--- config.mk ---
export PLATFORM = sky130hd
export DESIGN_NAME = dual_serial_regslave
export DESIGN_NICKNAME = d
export VERILOG_FILES = /design/src/rtl/dsr_pkg.sv /design/src/rtl/dsr_sync.sv /design/src/rtl/dsr_mode_latch.sv /design/src/rtl/dsr_tw_engine.sv /design/src/rtl/dsr_spi_engine.sv /design/src/rtl/dual_serial_regslave.sv
export SDC_FILE = /design/constraint.sdc
export NUM_CORES = 1
export LEC_CHECK = 0
export ABC_AREA = 1
export BUFFER_PORTS_ARGS = -buffer_cell sky130_fd_sc_hd__buf_2
export CAP_MARGIN = 20
export CORE_MARGIN = 2
export CORE_UTILIZATION = 40
export DETAILED_ROUTE_END_ITERATION = 8
export GPL_ROUTABILITY_DRIVEN = 0
export HOLD_SLACK_MARGIN = 0.08
export MAX_ROUTING_LAYER = met4
export SYNTH_ARGS = -nofsm -noshare
export SYNTH_HDL_FRONTEND = slang
export SYNTH_SLANG_ARGS = --single-unit
export TNS_END_PERCENT = 30
--- constraint.sdc ---
create_clock -name clk -period 2.45 [get_ports clk]
set_clock_uncertainty 0.2 [all_clocks]
set_input_delay 0.3675 -clock clk [delete_from_list [all_inputs] [get_ports clk]]
set_output_delay 0.3675 -clock clk [all_outputs]
set_load 0.01 [all_outputs]
--- src/rtl/dsr_pkg.sv ---
package dsr_pkg;
  localparam int BYTE_W = 8;
  localparam int ADDR_W = 8;
  localparam int CNT_W  = $clog2(BYTE_W + 1);
  localparam logic [6:0] DEV_BASE = 7'h16;

  typedef enum logic [3:0] {
    TW_IDLE, TW_DEVADR, TW_DEVACK, TW_REGADR, TW_REGACK,
    TW_WRBYTE, TW_WRACK, TW_RDBYTE, TW_RDACK
  } tw_state_e;
endpackage

--- src/rtl/dsr_sync.sv ---
module dsr_sync #(
  parameter int W = 3,
  parameter logic [W-1:0] INIT = '1
) (
  input  logic         clk,
  input  logic         rst_n,
  input  logic [W-1:0] d,
  output logic [W-1:0] q,
  output logic [W-1:0] q_prev
);
  for (genvar i = 0; i < W; i++) begin : g_bit
    logic meta;
    always_ff @(posedge clk or negedge rst_n) begin
      if (!rst_n) begin
        meta      <= INIT[i];
        q[i]      <= INIT[i];
        q_prev[i] <= INIT[i];
      end else begin
        meta      <= d[i];
        q[i]      <= meta;
        q_prev[i] <= q[i];
      end
    end
  end
endmodule

--- src/rtl/dsr_mode_latch.sv ---
module dsr_mode_latch (
  input  logic clk,
  input  logic rst_n,
  input  logic cs_n,
  input  logic cs_n_prev,
  output logic spi_mode
);
  always_ff @(posedge clk or negedge rst_n) begin
    if (!rst_n)                 spi_mode <= 1'b0;
    else if (cs_n_prev && !cs_n) spi_mode <= 1'b1;
  end
endmodule

--- src/rtl/dsr_tw_engine.sv ---
module dsr_tw_engine import dsr_pkg::*; (
  input  logic              clk,
  input  logic              rst_n,
  input  logic              en,
  input  logic              scl,
  input  logic              scl_prev,
  input  logic              sda,
  input  logic              sda_prev,
  input  logic [6:0]        dev_addr,
  output logic              sda_oe,
  output logic [ADDR_W-1:0] reg_addr,
  output logic [BYTE_W-1:0] reg_wdata,
  output logic              reg_wr,
  output logic              reg_rd,
  input  logic [BYTE_W-1:0] reg_rdata
);
  localparam logic [CNT_W-1:0] LAST_BIT = CNT_W'(BYTE_W - 1);
  localparam logic [CNT_W-1:0] ALL_BITS = CNT_W'(BYTE_W);

  tw_state_e         st;
  logic [CNT_W-1:0]  cnt;
  logic [BYTE_W-1:0] sh, txb, txs, byte_in;
  logic [ADDR_W-1:0] ptr;
  logic              ack_on, rnw, mack;
  logic              scl_r, scl_f, start_c, stop_c;

  assign scl_r    = scl & ~scl_prev;
  assign scl_f    = ~scl & scl_prev;
  assign start_c  = scl & scl_prev & sda_prev & ~sda;
  assign stop_c   = scl & scl_prev & ~sda_prev & sda;
  assign byte_in  = {sh[BYTE_W-2:0], sda};
  assign reg_addr = ptr;

  always_ff @(posedge clk or negedge rst_n) begin
    if (!rst_n) begin
      st <= TW_IDLE; cnt <= '0; sh <= '0; txb <= '0; txs <= '0; ptr <= '0;
      ack_on <= 1'b0; rnw <= 1'b0; mack <= 1'b0; sda_oe <= 1'b0;
      reg_wdata <= '0; reg_wr <= 1'b0; reg_rd <= 1'b0;
    end else begin
      reg_wr <= 1'b0;
      reg_rd <= 1'b0;
      if (reg_wr) ptr <= ptr + 1'b1;
      if (reg_rd) begin
        txb <= reg_rdata;
        ptr <= ptr + 1'b1;
      end
      if (!en) begin
        st <= TW_IDLE; sda_oe <= 1'b0; ack_on <= 1'b0;
      end else if (start_c) begin
        st <= TW_DEVADR; cnt <= '0; sda_oe <= 1'b0; ack_on <= 1'b0;
      end else if (stop_c) begin
        st <= TW_IDLE; sda_oe <= 1'b0; ack_on <= 1'b0;
      end else begin
        case (st)
          TW_DEVADR, TW_REGADR, TW_WRBYTE: begin
            if (scl_r) begin
              sh  <= byte_in;
              cnt <= cnt + 1'b1;
              if (cnt == LAST_BIT) begin
                cnt <= '0;
                if (st == TW_DEVADR) begin
                  if (byte_in[BYTE_W-1:1] == dev_addr) begin
                    rnw <= byte_in[0];
                    st  <= TW_DEVACK;
                  end else begin
                    st  <= TW_IDLE;
                  end
                end else if (st == TW_REGADR) begin
                  ptr <= byte_in;
                  st  <= TW_REGACK;
                end else begin
                  reg_wdata <= byte_in;
                  reg_wr    <= 1'b1;
                  st        <= TW_WRACK;
                end
              end
            end
          end
          TW_DEVACK, TW_REGACK, TW_WRACK: begin
            if (scl_f) begin
              if (!ack_on) begin
                sda_oe <= 1'b1;
                ack_on <= 1'b1;
                if (st == TW_DEVACK && rnw) reg_rd <= 1'b1;
              end else begin
                ack_on <= 1'b0;
                cnt    <= '0;
                if (st == TW_DEVACK && rnw) begin
                  st     <= TW_RDBYTE;
                  sda_oe <= ~txb[BYTE_W-1];
                  txs    <= {txb[BYTE_W-2:0], 1'b0};
                end else begin
                  sda_oe <= 1'b0;
                  st     <= (st == TW_DEVACK) ? TW_REGADR : TW_WRBYTE;
                end
              end
            end
          end
          TW_RDBYTE: begin
            if (scl_r) begin
              cnt <= cnt + 1'b1;
            end else if (scl_f) begin
              if (cnt == ALL_BITS) begin
                sda_oe <= 1'b0;
                st     <= TW_RDACK;
              end else begin
                sda_oe <= ~txs[BYTE_W-1];
                txs    <= {txs[BYTE_W-2:0], 1'b0};
              end
            end
          end
          TW_RDACK: begin
            if (scl_r) begin
              mack <= ~sda;
              if (!sda) reg_rd <= 1'b1;
            end else if (scl_f) begin
              cnt <= '0;
              if (mack) begin
                st     <= TW_RDBYTE;
                sda_oe <= ~txb[BYTE_W-1];
                txs    <= {txb[BYTE_W-2:0], 1'b0};
              end else begin
                st <= TW_IDLE;
              end
            end
          end
          default: ;
        endcase
      end
    end
  end
endmodule

--- src/rtl/dsr_spi_engine.sv ---
module dsr_spi_engine import dsr_pkg::*; (
  input  logic              clk,
  input  logic              rst_n,
  input  logic              en,
  input  logic              cs_n,
  input  logic              sck,
  input  logic              sck_prev,
  input  logic              si,
  output logic              so,
  output logic              so_oe,
  output logic [ADDR_W-1:0] reg_addr,
  output logic [BYTE_W-1:0] reg_wdata,
  output logic              reg_wr,
  output logic              reg_rd,
  input  logic [BYTE_W-1:0] reg_rdata
);
  localparam int IDX_W = $clog2(BYTE_W);
  localparam logic [CNT_W-1:0] HDR_LAST = CNT_W'(ADDR_W);
  localparam logic [IDX_W-1:0] DAT_LAST = IDX_W'(BYTE_W - 1);

  logic              hdr, rnw;
  logic [CNT_W-1:0]  hcnt;
  logic [IDX_W-1:0]  dcnt;
  logic [BYTE_W-1:0] sh, txb, byte_in;
  logic [ADDR_W-1:0] ptr;
  logic              sck_r, sck_f;

  assign sck_r    = sck & ~sck_prev;
  assign sck_f    = ~sck & sck_prev;
  assign byte_in  = {sh[BYTE_W-2:0], si};
  assign reg_addr = ptr;

  always_ff @(posedge clk or negedge rst_n) begin
    if (!rst_n) begin
      hdr <= 1'b1; rnw <= 1'b0; hcnt <= '0; dcnt <= '0; sh <= '0; txb <= '0;
      ptr <= '0; so <= 1'b0; so_oe <= 1'b0;
      reg_wdata <= '0; reg_wr <= 1'b0; reg_rd <= 1'b0;
    end else begin
      reg_wr <= 1'b0;
      reg_rd <= 1'b0;
      if (reg_wr) ptr <= ptr + 1'b1;
      if (reg_rd) begin
        txb <= reg_rdata;
        ptr <= ptr + 1'b1;
      end
      if (!en || cs_n) begin
        hdr <= 1'b1; hcnt <= '0; dcnt <= '0; so_oe <= 1'b0;
      end else if (sck_r) begin
        if (hdr) begin
          hcnt <= hcnt + 1'b1;
          if (hcnt == '0) rnw <= si;
          else            sh  <= byte_in;
          if (hcnt == HDR_LAST) begin
            ptr  <= byte_in;
            hdr  <= 1'b0;
            dcnt <= '0;
            if (rnw) reg_rd <= 1'b1;
          end
        end else begin
          sh   <= byte_in;
          dcnt <= dcnt + 1'b1;
          if (dcnt == DAT_LAST) begin
            if (rnw) begin
              reg_rd <= 1'b1;
            end else begin
              reg_wdata <= byte_in;
              reg_wr    <= 1'b1;
            end
          end
        end
      end else if (sck_f && !hdr && rnw) begin
        so_oe <= 1'b1;
        so    <= txb[~dcnt];
      end
    end
  end
endmodule

--- src/rtl/dual_serial_regslave.sv ---
module dual_serial_regslave import dsr_pkg::*; (
  input  logic              clk,
  input  logic              rst_n,
  input  logic              ser_clk_i,
  input  logic              ser_dat_i,
  output logic              ser_dat_oe_o,
  input  logic              cs_n_i,
  input  logic              strap0_i,
  input  logic              strap1_i,
  output logic              so_o,
  output logic              so_oe_o,
  output logic [ADDR_W-1:0] reg_addr_o,
  output logic [BYTE_W-1:0] reg_wdata_o,
  output logic              reg_wr_o,
  output logic              reg_rd_o,
  input  logic [BYTE_W-1:0] reg_rdata_i
);
  localparam int PINS = 3;

  logic [PINS-1:0] pin_s, pin_p;
  logic            scl_s, dat_s, cs_s;
  logic            spi_mode, i2c_oe;
  logic [6:0]      dev_addr;

  logic [ADDR_W-1:0] tw_addr, sp_addr;
  logic [BYTE_W-1:0] tw_wdata, sp_wdata;
  logic              tw_wr, tw_rd, sp_wr, sp_rd;

  dsr_sync #(.W(PINS), .INIT('1)) u_sync (
    .clk(clk), .rst_n(rst_n),
    .d({cs_n_i, ser_dat_i, ser_clk_i}),
    .q(pin_s), .q_prev(pin_p)
  );

  assign scl_s = pin_s[0];
  assign dat_s = pin_s[1];
  assign cs_s  = pin_s[2];

  dsr_mode_latch u_mode (
    .clk(clk), .rst_n(rst_n), .cs_n(cs_s), .cs_n_prev(pin_p[2]), .spi_mode(spi_mode)
  );

  assign dev_addr = DEV_BASE + {5'd0, strap1_i, strap0_i};

  dsr_tw_engine u_tw (
    .clk(clk), .rst_n(rst_n), .en(~spi_mode),
    .scl(scl_s), .scl_prev(pin_p[0]), .sda(dat_s), .sda_prev(pin_p[1]),
    .dev_addr(dev_addr), .sda_oe(i2c_oe),
    .reg_addr(tw_addr), .reg_wdata(tw_wdata), .reg_wr(tw_wr), .reg_rd(tw_rd),
    .reg_rdata(reg_rdata_i)
  );

  dsr_spi_engine u_spi (
    .clk(clk), .rst_n(rst_n), .en(spi_mode), .cs_n(cs_s),
    .sck(scl_s), .sck_prev(pin_p[0]), .si(dat_s),
    .so(so_o), .so_oe(so_oe_o),
    .reg_addr(sp_addr), .reg_wdata(sp_wdata), .reg_wr(sp_wr), .reg_rd(sp_rd),
    .reg_rdata(reg_rdata_i)
  );

  assign ser_dat_oe_o = i2c_oe;
  assign reg_addr_o   = spi_mode ? sp_addr  : tw_addr;
  assign reg_wdata_o  = spi_mode ? sp_wdata : tw_wdata;
  assign reg_wr_o     = spi_mode ? sp_wr    : tw_wr;
  assign reg_rd_o     = spi_mode ? sp_rd    : tw_rd;
endmodule

==> flow_summary.json <==
{
  "synth_area_per_cell_um2": 7.92,
  "synth_fp_nets": 708,
  "maxCapViolations": 0,
  "rsz0062_at_grt": "false",
  "clkLatencyLatePin_ns": 0.35,
  "cts_tree": "done",
  "finalNetCount": 757,
  "ant_nets": 0,
  "cp_top_family": "flip-flops",
  "grt_pass1_wl_um": 21800,
  "die_h_um": 120,
  "placed_cells": 887,
  "setup-tns-final_ns": 0,
  "clk_path_buf_depth": 2,
  "synth_cell_type_count": 42,
  "die_w_um": 120,
  "outcome": "completed",
  "p_int_uw": 2800,
  "rows": 42,
  "startpoint_type": "flop",
  "switching_share": 0.225,
  "ys_seq_elements": 106,
  "yosysWarnings": 0,
  "vias": 4569,
  "drt_iter0_markers": 235,
  "combPwrFrac": 0.056,
  "wl_per_cell_um": 13.8,
  "hold_path_class": "reg -> reg",
  "p_sw_uw": 811,
  "htreeDepth": 3,
  "cts_setup_buffers": 0,
  "final_common_cell": "nand2_1",
  "root_buffer": "clkbuf_16",
  "ys_seq_area_frac": 0.491,
  "synth_area_um2": 5420,
  "finalCritPeriodShare": 0.916,
  "cp.arrival_ns": 1.68,
  "final_util": 0.471,
  "min_period_ns": 2.24,
  "final-setup-viol-count": 0,
  "syn_inst": 685,
  "grt_max_degree": 60,
  "timing.fmax_mhz": 446,
  "ys.flop_type": "dfrtp_1",
  "slowest_stage": "dfrtp_1",
  "endpoint_kind": "output pin",
  "fillers": 1326,
  "place.port_buffers": 35,
  "diodes": 0,
  "path_class": "reg -> out",
  "clock_power_share": 0.428,
  "start_util": 0.409,
  "final_cells": 915,
  "grtUsageTotal": 0.196,
  "layout-drive-gt1-share": 0.143,
  "required_ns": 1.88,
  "io-pin-count": 36,
  "p_leak_uw": 0.00307,
  "avgViaCountPerCell": 4.99,
  "max_stage_delay_ns": 0.53,
  "drc_errors": 0,
  "grt-ovfl-total": 0,
  "wl_um": 12700,
  "clk_pin_slew_ns": 0.07,
  "pwr-share-seq": 0.516,
  "multi_input_area_um2": 2420,
  "antenna_found_initial": 0,
  "first_global_vias": 4475,
  "layout_common_cells": "nand2_1 (242), dfrtp_1 (96), inv_1 (58)",
  "worstPathBufferInverterCount": 2,
  "synth_edf_count": 0,
  "final_max_slew_viol_count": 0,
  "dpl_cell_area_um2": 5800,
  "p_per_area_nw_per_um2": 578,
  "relSlewSlack": 0.704,
  "area_growth_pct": 15.0,
  "peakVddDrop_v": 0.000348,
  "fin_area_um2": 6240,
  "hpwl_um": 9400,
  "worstPathCellList": "clkinv_1 > o21ai_0 > buf_2",
  "cts_buffers": 9,
  "die_area_um2": 14500,
  "drt_pass1_iterations": 5,
  "crit_fanout": 10,
  "worst_pin_slew_ns": 0.440,
  "finalHoldViolations": 0,
  "area.sequential_um2": 2670,
  "cts_sinks": 106,
  "core_area_um2": 13200,
  "ys_async_sr_fraction": 1.00
}
## stage by stage
stage | hold slack [ns] | total power [uW] | setup slack (ns)
after floorplan | -0.128 | 1990 | 0.601
after global placement | 0.0671 | 2080 | 0.452
after detailed placement | 0.0651 | 2090 | 0.407
after CTS | 0.161 | 3650 | 0.186
after global routing | 0.165 | 3760 | 0.0616
final | 0.159 | 3610 | 0.206
## flip-flops by register name (all words and copies together) (netlist names), 4 cells and up
| name | count |
|---|---|
| u_spi.reg_wdata | 8 |
| u_tw.cnt | 4 |
| u_tw.reg_wdata | 8 |
| u_tw.sh | 7 |
| u_spi.hcnt | 4 |
| u_tw.txs | 7 |
| u_spi.txb | 8 |
| u_spi.sh | 7 |
| u_tw.st | 4 |
| u_tw.txb | 8 |
| u_spi.reg_addr | 8 |
| u_tw.reg_addr | 8 |
## final timing paths
check / cells past startpoint / start / slack (ns) / end
max reg2reg: 9 / u_sync.q[0]$_DFF_PN1_ / 0.39 / u_spi.reg_addr[4]$_DFF_PN0_
min: 0 / u_sync.g_bit[2].meta$_DFF_PN1_ / 0.16 / u_sync.q[2]$_DFF_PN1_
min in group asynchronous: 2 / rst_n / 0.23 / u_spi.txb[1]$_DFFE_PN0P_
min reg2reg: 0 / u_sync.g_bit[2].meta$_DFF_PN1_ / 0.16 / u_sync.q[2]$_DFF_PN1_
max: 3 / u_tw.reg_rd$_DFF_PN0_ / 0.21 / reg_rd_o
max in group asynchronous: 3 / rst_n / 1.10 / u_sync.q[2]$_DFF_PN1_
## metal layers
metal	part of all wire	global-route usage	vias up
met3	0.042	0.0453	14
met2	0.47	0.309	86
met5	0	-	-
met1	0.48	0.256	2173
met4	0.012	0.0560	0
li1	-	-	2296
## Yosys cell counts, types with 3 or more instances
cell | number | area [um2]
nor2_4 | 4 | 45.0
nand4_1 | 8 | 50.1
clkbuf_1 | 7 | 26.3
a21oi_1 | 21 | 105
dfstp_2 | 10 | 263
ha_1 | 8 | 100
nor4_1 | 3 | 18.8
dfrtp_1 | 96 | 2400
xor2_1 | 8 | 70.1
o211ai_1 | 7 | 52.6
nor3_1 | 4 | 20.0
inv_1 | 58 | 218
buf_2 | 5 | 25.0
o21ai_1 | 4 | 20.0
nand2_2 | 3 | 18.8
nand4_2 | 4 | 50.1
nand2_1 | 242 | 908
nand3_1 | 35 | 175
o21ai_0 | 53 | 265
o21ai_2 | 7 | 61.3
nand3b_1 | 5 | 37.5
inv_2 | 9 | 33.8
nor2_2 | 5 | 31.3
nor2_1 | 56 | 210
## logic make-up after synthesis
kind of cell | Yosys count | synth area share
and+or+nand+nor | 377 | 0.307
adders and majority gates | 8 | 0.0185
buffers and inverters | 84 | 0.0625
DFF | 106 | 0.491
AOI/OAI and AO/OA | 101 | 0.106
xor gates and xnor gates | 9 | 0.0145
## worst reg2reg max path: stages, from the launching register on
cell,delay (ns)
dfstp_2,0.58
inv_2,0.08
nor2_8,0.18
inv_4,0.10
nor2_8,0.15
inv_2,0.06
nor2_2,0.11
nand2_1,0.24
nand3b_1,0.18
o21ai_1,0.07
## cell type report
cell class,instances,share of cell area
Multi-Input combinational cell,495,0.388
Timing Repair Buffer,53,0.0570
Sequential cell,106,0.427
Tap cell,176,0.0353
Clock buffer,15,0.0461
Inverter,69,0.0419
Clock inverter,1,0.00481
## power groups by stage
stage	Clock, uW	Sequential, uW	Combinational, uW
after CTS	1580	1860	209
after detailed placement	0	1890	193
after global placement	0	1890	184
after global routing	1650	1870	237
after floorplan	0	1880	109
final	1540	1860	203
## what timing repair did
item                                   in CTS  in global routing
resized for setup                           0                  0
hold buffers                               12                  0
endpoints found under the hold margin      91                  0
setup endpoints to repair                   0                  0
Note: power is estimated with default switching activity, not from simulation.
